--- config.mk ---
export PLATFORM = sky130hd
export DESIGN_NAME = init_addr_decode
export DESIGN_NICKNAME = d
export VERILOG_FILES = /design/src/rtl/addr_dec_pkg.sv /design/src/rtl/win_match.sv /design/src/rtl/low_prio_pick.sv /design/src/rtl/err_trap.sv /design/src/rtl/init_addr_decode.sv
export SDC_FILE = /design/constraint.sdc
export NUM_CORES = 1
export LEC_CHECK = 0
export BUFFER_PORTS_ARGS = -buffer_cell sky130_fd_sc_hd__buf_2
export CAP_MARGIN = 20
export CELL_PAD_IN_SITES_DETAIL_PLACEMENT = 1
export CELL_PAD_IN_SITES_GLOBAL_PLACEMENT = 1
export CORE_ASPECT_RATIO = 1.5
export CORE_MARGIN = 2
export CORE_UTILIZATION = 25
export DETAILED_ROUTE_END_ITERATION = 8
export PLACE_DENSITY = 0.77
export SLEW_MARGIN = 40
export SYNTH_ARGS = -nofsm -noshare
export SYNTH_HDL_FRONTEND = slang
export SYNTH_HIERARCHICAL = 1
export SYNTH_SLANG_ARGS = --single-unit
--- constraint.sdc ---
create_clock -name clk -period 1.89 [get_ports clk]
set_input_delay 0 -clock clk [delete_from_list [all_inputs] [get_ports clk]]
set_output_delay 0 -clock clk [all_outputs]
set_load 0.02 [all_outputs]
--- src/rtl/addr_dec_pkg.sv ---
package addr_dec_pkg;

    // Upper bound on windows supported by one decoder instance
    localparam int MAX_WIN = 8;

    // State of the local error-response channel
    typedef enum logic {
        RSP_IDLE = 1'b0,
        RSP_HOLD = 1'b1
    } rsp_state_e;

endpackage

--- src/rtl/win_match.sv ---
// Parallel base/mask compare, one comparator per window
module win_match #(
    parameter int ADDR_W = 32,
    parameter int N_WIN  = 4,
    parameter logic [N_WIN-1:0][ADDR_W-1:0] WIN_BASE = '0,
    parameter logic [N_WIN-1:0][ADDR_W-1:0] WIN_MASK = '0
) (
    input  logic [ADDR_W-1:0] addr_i,
    output logic [N_WIN-1:0]  hit_o
);

    for (genvar gi = 0; gi < N_WIN; gi++) begin : g_cmp
        assign hit_o[gi] = ((addr_i & WIN_MASK[gi]) == WIN_BASE[gi]);
    end

endmodule

--- src/rtl/low_prio_pick.sv ---
// Keeps only the lowest-index set bit of the hit vector
module low_prio_pick #(
    parameter int N = 4
) (
    input  logic [N-1:0] hit_i,
    output logic [N-1:0] sel_o
);

    logic [N-1:0] shadow;

    assign shadow[0] = 1'b0;
    for (genvar gi = 1; gi < N; gi++) begin : g_shadow
        assign shadow[gi] = shadow[gi-1] | hit_i[gi-1];
    end

    for (genvar gi = 0; gi < N; gi++) begin : g_sel
        assign sel_o[gi] = hit_i[gi] & ~shadow[gi];
    end

endmodule

--- src/rtl/err_trap.sv ---
// Local error response plus sticky record of the first unmapped address
module err_trap
    import addr_dec_pkg::*;
#(
    parameter int ADDR_W = 32,
    parameter int ID_W   = 4
) (
    input  logic              clk,
    input  logic              rst_n,
    input  logic              miss_take_i,
    input  logic [ADDR_W-1:0] miss_addr_i,
    input  logic [ID_W-1:0]   miss_id_i,
    input  logic              rsp_ready_i,
    input  logic              clr_i,
    output logic              rsp_valid_o,
    output logic [ID_W-1:0]   rsp_id_o,
    output logic              busy_o,
    output logic              flag_o,
    output logic [ADDR_W-1:0] addr_o
);

    typedef struct packed {
        rsp_state_e        st;
        logic [ID_W-1:0]   id;
        logic              flag;
        logic [ADDR_W-1:0] addr;
    } trap_s;

    trap_s trap_d, trap_q;

    always_comb begin
        trap_d = trap_q;

        // response channel
        case (trap_q.st)
            RSP_IDLE: begin
                if (miss_take_i) begin
                    trap_d.st = RSP_HOLD;
                    trap_d.id = miss_id_i;
                end
            end
            RSP_HOLD: begin
                if (rsp_ready_i) begin
                    trap_d.st = RSP_IDLE;
                    trap_d.id = '0;
                end
            end
            default: trap_d.st = RSP_IDLE;
        endcase

        // sticky record: a new miss beats a clear in the same cycle
        if (miss_take_i) begin
            trap_d.flag = 1'b1;
            if (clr_i || !trap_q.flag) begin
                trap_d.addr = miss_addr_i;
            end
        end else if (clr_i) begin
            trap_d.flag = 1'b0;
            trap_d.addr = '0;
        end
    end

    always_ff @(posedge clk or negedge rst_n) begin
        if (!rst_n) begin
            trap_q <= '{st: RSP_IDLE, id: '0, flag: 1'b0, addr: '0};
        end else begin
            trap_q <= trap_d;
        end
    end

    assign rsp_valid_o = (trap_q.st == RSP_HOLD);
    assign busy_o      = (trap_q.st == RSP_HOLD);
    assign rsp_id_o    = trap_q.id;
    assign flag_o      = trap_q.flag;
    assign addr_o      = trap_q.addr;

endmodule

--- src/rtl/init_addr_decode.sv ---
module init_addr_decode
    import addr_dec_pkg::*;
#(
    parameter int ADDR_W = 32,
    parameter int ID_W   = 4,
    parameter int N_WIN  = 4,
    parameter logic [N_WIN-1:0][ADDR_W-1:0] WIN_BASE = {
        32'hF000_0000, 32'h0800_0000, 32'h0800_0000, 32'h0000_0000},
    parameter logic [N_WIN-1:0][ADDR_W-1:0] WIN_MASK = {
        32'hFF00_0000, 32'hFF00_0000, 32'hFFF8_0000, 32'hFFF0_0000}
) (
    input  logic              clk,
    input  logic              rst_n,
    input  logic              req_valid_i,
    output logic              req_ready_o,
    input  logic [ADDR_W-1:0] req_addr_i,
    input  logic [ID_W-1:0]   req_id_i,
    output logic [N_WIN-1:0]  tgt_valid_o,
    input  logic [N_WIN-1:0]  tgt_ready_i,
    output logic [ADDR_W-1:0] tgt_addr_o,
    output logic [ID_W-1:0]   tgt_id_o,
    output logic              err_rsp_valid_o,
    input  logic              err_rsp_ready_i,
    output logic [ID_W-1:0]   err_rsp_id_o,
    input  logic              err_clr_i,
    output logic              err_flag_o,
    output logic [ADDR_W-1:0] err_addr_o
);

    localparam int WIN_LIMIT = MAX_WIN;

    logic [N_WIN-1:0] win_hit;
    logic [N_WIN-1:0] win_sel;
    logic             any_hit;
    logic             busy;
    logic             offer;
    logic             miss_take;

    if (N_WIN > WIN_LIMIT || N_WIN < 1) begin : g_bad_cfg
        initial $error("init_addr_decode: N_WIN out of range");
    end

    win_match #(
        .ADDR_W   (ADDR_W),
        .N_WIN    (N_WIN),
        .WIN_BASE (WIN_BASE),
        .WIN_MASK (WIN_MASK)
    ) u_match (
        .addr_i (req_addr_i),
        .hit_o  (win_hit)
    );

    low_prio_pick #(
        .N (N_WIN)
    ) u_pick (
        .hit_i (win_hit),
        .sel_o (win_sel)
    );

    assign any_hit   = |win_hit;
    assign offer     = req_valid_i && !busy;
    assign miss_take = offer && !any_hit;

    always_comb begin
        tgt_valid_o = offer ? win_sel : '0;
        if (busy) begin
            req_ready_o = 1'b0;
        end else if (any_hit) begin
            req_ready_o = |(win_sel & tgt_ready_i);
        end else begin
            req_ready_o = 1'b1;
        end
    end

    assign tgt_addr_o = req_addr_i;
    assign tgt_id_o   = req_id_i;

    err_trap #(
        .ADDR_W (ADDR_W),
        .ID_W   (ID_W)
    ) u_trap (
        .clk         (clk),
        .rst_n       (rst_n),
        .miss_take_i (miss_take),
        .miss_addr_i (req_addr_i),
        .miss_id_i   (req_id_i),
        .rsp_ready_i (err_rsp_ready_i),
        .clr_i       (err_clr_i),
        .rsp_valid_o (err_rsp_valid_o),
        .rsp_id_o    (err_rsp_id_o),
        .busy_o      (busy),
        .flag_o      (err_flag_o),
        .addr_o      (err_addr_o)
    );

endmodule

# == Yosys cells after proc, flatten, opt, wreduce, memory -nomap -nowiden ==
# Cells that the tools add are included.
# word_totals
reg_bits,38
# classes
n_eq_ne,6
n_mux,9
bitwise_logic,10
n_reduce_logical,12
# op_table
cell,n
$mux 33,2
$logic_not 32->1,1
$mux 32,1
$eq 13x9->1 const B,1
$mux 5,2
$pmux 5 s2,1
$eq 8x4->1 const B,1
$eq 8x8->1 const B,1
$reduce_or 4->1,2
$and 4x4->4,1
$mux 4,1
$ne 2x2->1 const B,2
$not 1->1,4
$reduce_and 2->1,2
$and 1x1->1,3
$logic_not 1->1,3
$logic_and 1x1->1,2
$mux 1,2
$ne 2x1->1 const B,1
$or 1x1->1,2
$reduce_bool 2->1,1
$logic_or 1x1->1,1

# == Longest topological paths before layout ==
# depth
word_depth,9
ltp_mapped,9
depth_no_buf,6

# == Cells and area by module ==
# The synthesis kept the hierarchy.
# modules_own_cells
mod,n_inst,cells_per_inst,area_per_inst_um2,seq_area_each_um2
err_trap,1,99,1457.6,950.9
init_addr_decode,1,46,346.6,0.0
win_match,1,9,67.6,0.0
low_prio_pick,1,4,36.3,0.0

# == Worst setup path after synthesis ==
# OpenSTA, ideal clock, no wires.
# synth_timing
path_kind,input to register
startpoint,in req_addr_i[24]
endpoint,"reg u_trap.trap_q, in the netlist u_trap/addr_o[10]"
setup_ns,0.121
arrival_time_ns,1.906
t_required_ns,1.769
setup_slack_ns,-0.137
path_stages,9
path_buffers,3
path_cell_list,or4_1 > nor3_1 > or4_4 > nor3b_2 > buf_6 > and2_4 > buf_6 > buf_8 > a22o_1
# synth_via
elab_chain_cells,6
# synth_lines
item,line_no,rtl
from (decl),init_addr_decode.sv:16,"input logic [ADDR_W-1:0] req_addr_i,"
$logic_not 32->1 (*),win_match.sv:13,assign hit_o[gi] = ((addr_i & WIN_MASK[gi]) == WIN_BASE[gi]);
net win_hit[0],init_addr_decode.sv:32,logic [N_WIN-1:0] win_hit;
$reduce_or 4->1 (*),init_addr_decode.sv:60,assign any_hit = |win_hit;
$logic_not 1->1 (*),init_addr_decode.sv:62,assign miss_take = offer && !any_hit;
$logic_and 1x1->1 (*),init_addr_decode.sv:62,
net miss_take,init_addr_decode.sv:37,logic miss_take;
$ne 2x1->1 (no source line) / $reduce_bool 2->1 (equally long branches),-,
$reduce_and 2->1 (no source line),-,
to (signal assigned),err_trap.sv:65,"trap_q <= '{st: RSP_IDLE, id: '0, flag: 1'b0, addr: '0};"
to (signal assigned),err_trap.sv:67,trap_q <= trap_d;
to (decl),err_trap.sv:29,"trap_s trap_d, trap_q;"
# Mark *: on every way through the listed nets, which the timed path passes. The rest lies on a longest branch.
# A chain may end at the register's enable or synchronous reset.

# == Worst setup path after layout ==
# layout_timing
startpoint,in req_addr_i[24]
endpoint,out req_ready_o
# layout_rtl
item,line_no,rtl
$eq 8x4->1,win_match.sv:13,
net win_hit[2],init_addr_decode.sv:32,
$and 1x1->1,low_prio_pick.sv:17,assign sel_o[gi] = hit_i[gi] & ~shadow[gi];
net win_sel[2],init_addr_decode.sv:33,logic [N_WIN-1:0] win_sel;
$and 4x4->4,init_addr_decode.sv:69,req_ready_o = |(win_sel & tgt_ready_i);
$reduce_or 4->1,init_addr_decode.sv:69,
$mux 1,init_addr_decode.sv:68,end else if (any_hit) begin
$mux 1,init_addr_decode.sv:66,if (busy) begin
to (decl),init_addr_decode.sv:15,"output logic req_ready_o,"
# The timed path passes the listed nets, and every way through them passes these cells.

==> flow_summary.ini <==
[status]
run_status = finished clean

[finish]
area_delta_synth_final_pct = 46.89
n_antenna_cell = 0
fin_nets = 323
drive_above_1_share_pct = 52.71

[floorplanning]
dieWidth_um = 75.33
die_y_um = 111.0
die-area_sq_um = 8361
io_pins = 124
start_util_pct = 25.39
rows = 39
core-area_sq_um = 7515

[global_routing]
antenna_found_initial = 0
grt_use_total_pct = 13.65
grt_first_pass_wirelength_um = 8790
gr-total-overflow = 0
grt_pass1_vias = 1738
grt_max_degree = 39

[sta]
timing.final.ws_setup_ns = 0.1461
fin_crit_ns = 1.744
tightest_slew_ns = 0.4894
fin_skew_ns = 0.003439
period_share_pct = 92.27
grt_setup_unrepaired = false
fin_tns_setup_ns = 0
slew_violations = 0
relSlewSlack_pct = 67.37
final_hold_viol_count = 0
whs_ns = 0.0004614
clock.fmax_mhz = 573.4
setup_violations = 0

[route]
first_pass_iters = 4
via_per_inst = 4.396
drtIter0Drc = 58
wirelength_um = 5619
via_count = 1666
ant_nets = 0
drc = 0
wl_per_cell_um = 14.83

[synth]
syn_avg_cell_area_sq_um = 12.08
synth_common_cells = buf_4, dfrtp_1, a22o_1
yosys-top-cells-area = dfrtp_1, buf_4, a22o_1
async_flop_share_pct = 100.0
yosysSeqAreaShare_pct = 49.84
synth_nets = 203
yosys_warnings = 6
synth_ff_type = dfrtp_1
yosysUniqueCellTypes = 31
synth_top_area_cell = dfrtp_1
ys_ff_latch = 38
synth_area_sq_um = 1908
syn_inst = 158
synth_top_area_share_pct = 49.84
synth_enable_flop_cells = 0

[placed_design]
hpwlAfterDp_um = 3831
dpl_worst_slack_ns = -0.1123
io_buffers = 123
place.gp.congestion = 0.7212

[setup_path]
crit_buf_inv = 2
slowest_delay_ns = 0.62
cp.arrival_ns = 1.74
worstPathRequired_ns = 1.89
crit_family = simple AND/OR/NAND/NOR gates
slowest_stage = or4b_1
startpoint_type = input port
crit_chain = buf_2, or4b_1, nor2_1, nor3b_1, a22oi_1, a31oi_1, buf_4
critical_path_class = input port to output pin
path_max_fanout = 4
crit_path_end_kind = output pin

[clock_tree]
clk_latency_ns = 0.27
clockBufferDepth = 2
root_buffer = clkbuf_16
cts_made_buffers = 5
cts_tree = done
post-cts-setup-buffer-count = 0
clk_pin_slew_ns = 0.05
cts_sinks = 38
cts_htree_levels = 2

[power_and_ir_drop]
ir_drop_uv = 454.2
p_per_area_nw_per_um2 = 1169
p_leak_nw = 1.485

[flow_run]
maxCapViolations = 0

[min_path]
min_path_type = input port to flop
==> placed cells by master (no fill, tap or decap), types with 2 or more instances in the layout <==
cell,instances
a22o_1,31
a22oi_1,2
and2_1,4
buf_2,121
buf_4,7
clkbuf_16,5
dfrtp_1,38
dlygate4sd3_1,30
mux2i_1,4
nand2_1,4
nor2_1,3
nor2b_1,2
o21ai_0,4
or4_4,3
==> what timing repair did <==
item                                    CTS  global route
hold buffers                             30             0
endpoints found under the setup margin    0             1
gates resized for setup                   0             2
endpoints found under the hold margin    67             0
==> worst paths after layout <==
kind                                                    from                       endpoint  slack (ns)  depth (start not counted)
worst min-delay path                          req_addr_i[20]  u_trap/addr_o[20]$_DFFE_PN0P_      0.0005                          2
worst max-delay path                          req_addr_i[24]                    req_ready_o        0.15                          7
worst min register to register  u_trap/addr_o[5]$_DFFE_PN0P_   u_trap/addr_o[5]$_DFFE_PN0P_        0.50                          1
worst max register to register       u_trap/busy_o$_DFF_PN0_  u_trap/addr_o[14]$_DFFE_PN0P_        0.47                          3
max in group asynchronous                              rst_n   u_trap/addr_o[7]$_DFFE_PN0P_        1.30                          2
min in group asynchronous                              rst_n  u_trap/addr_o[22]$_DFFE_PN0P_        0.25                          2
==> registers in the layout (all words and copies together), names as in the netlist <==
name and count:
u_trap/addr_o 32, u_trap/rsp_id_o 4, u_trap/flag_o 1, u_trap/busy_o 1
==> cell families after synthesis <==
kind of cell,count (synthesis),share of synthesized area [%]
flops,38,49.84
buf+inv,47,19.61
simple gates,28,10.43
mux,4,2.098
compound gates,41,18.03
==> through the flow <==
| stage | instance area (sq um) | instances | utilization, % | total power, mW |
|---|---|---|---|---|
| finish | 2803 | 379 | 37.30 | 3.277 |
| global route | 2803 | 379 | 37.30 | 3.481 |
| CTS | 2798 | 379 | 37.23 | 3.323 |
| detailed placement | 2359 | 343 | 31.39 | 2.457 |
| global placement | 2356 | 343 | 31.35 | 2.423 |
| floorplan | 1926 | 158 | - | 2.080 |
==> report_power, final <==
part           switching, mW  total (mW)  internal, mW
registers              0.139        1.19          1.05
clock network          0.285       0.794         0.509
logic                  0.785        1.29         0.509
==> cell type report <==
class	count	area, sq um
clock buffers	6	138.9
fillers	898	4712
inverters	1	3.754
multi-input cells	73	603.1
flip-flops and latches	38	950.9
well taps	102	127.6
repair buffers	159	978.4
==> per-layer routing <==
layer | track usage (%) | vias up | wire, um
met2 | 24.93 | 63 | 3260
met5 | 0 | - | 0
li1 | - | 771 | -
met3 | 3.091 | 4 | 275
met1 | 14.74 | 828 | 2037
met4 | 4.561 | 0 | 45
Power figures use the tool's default switching activity.
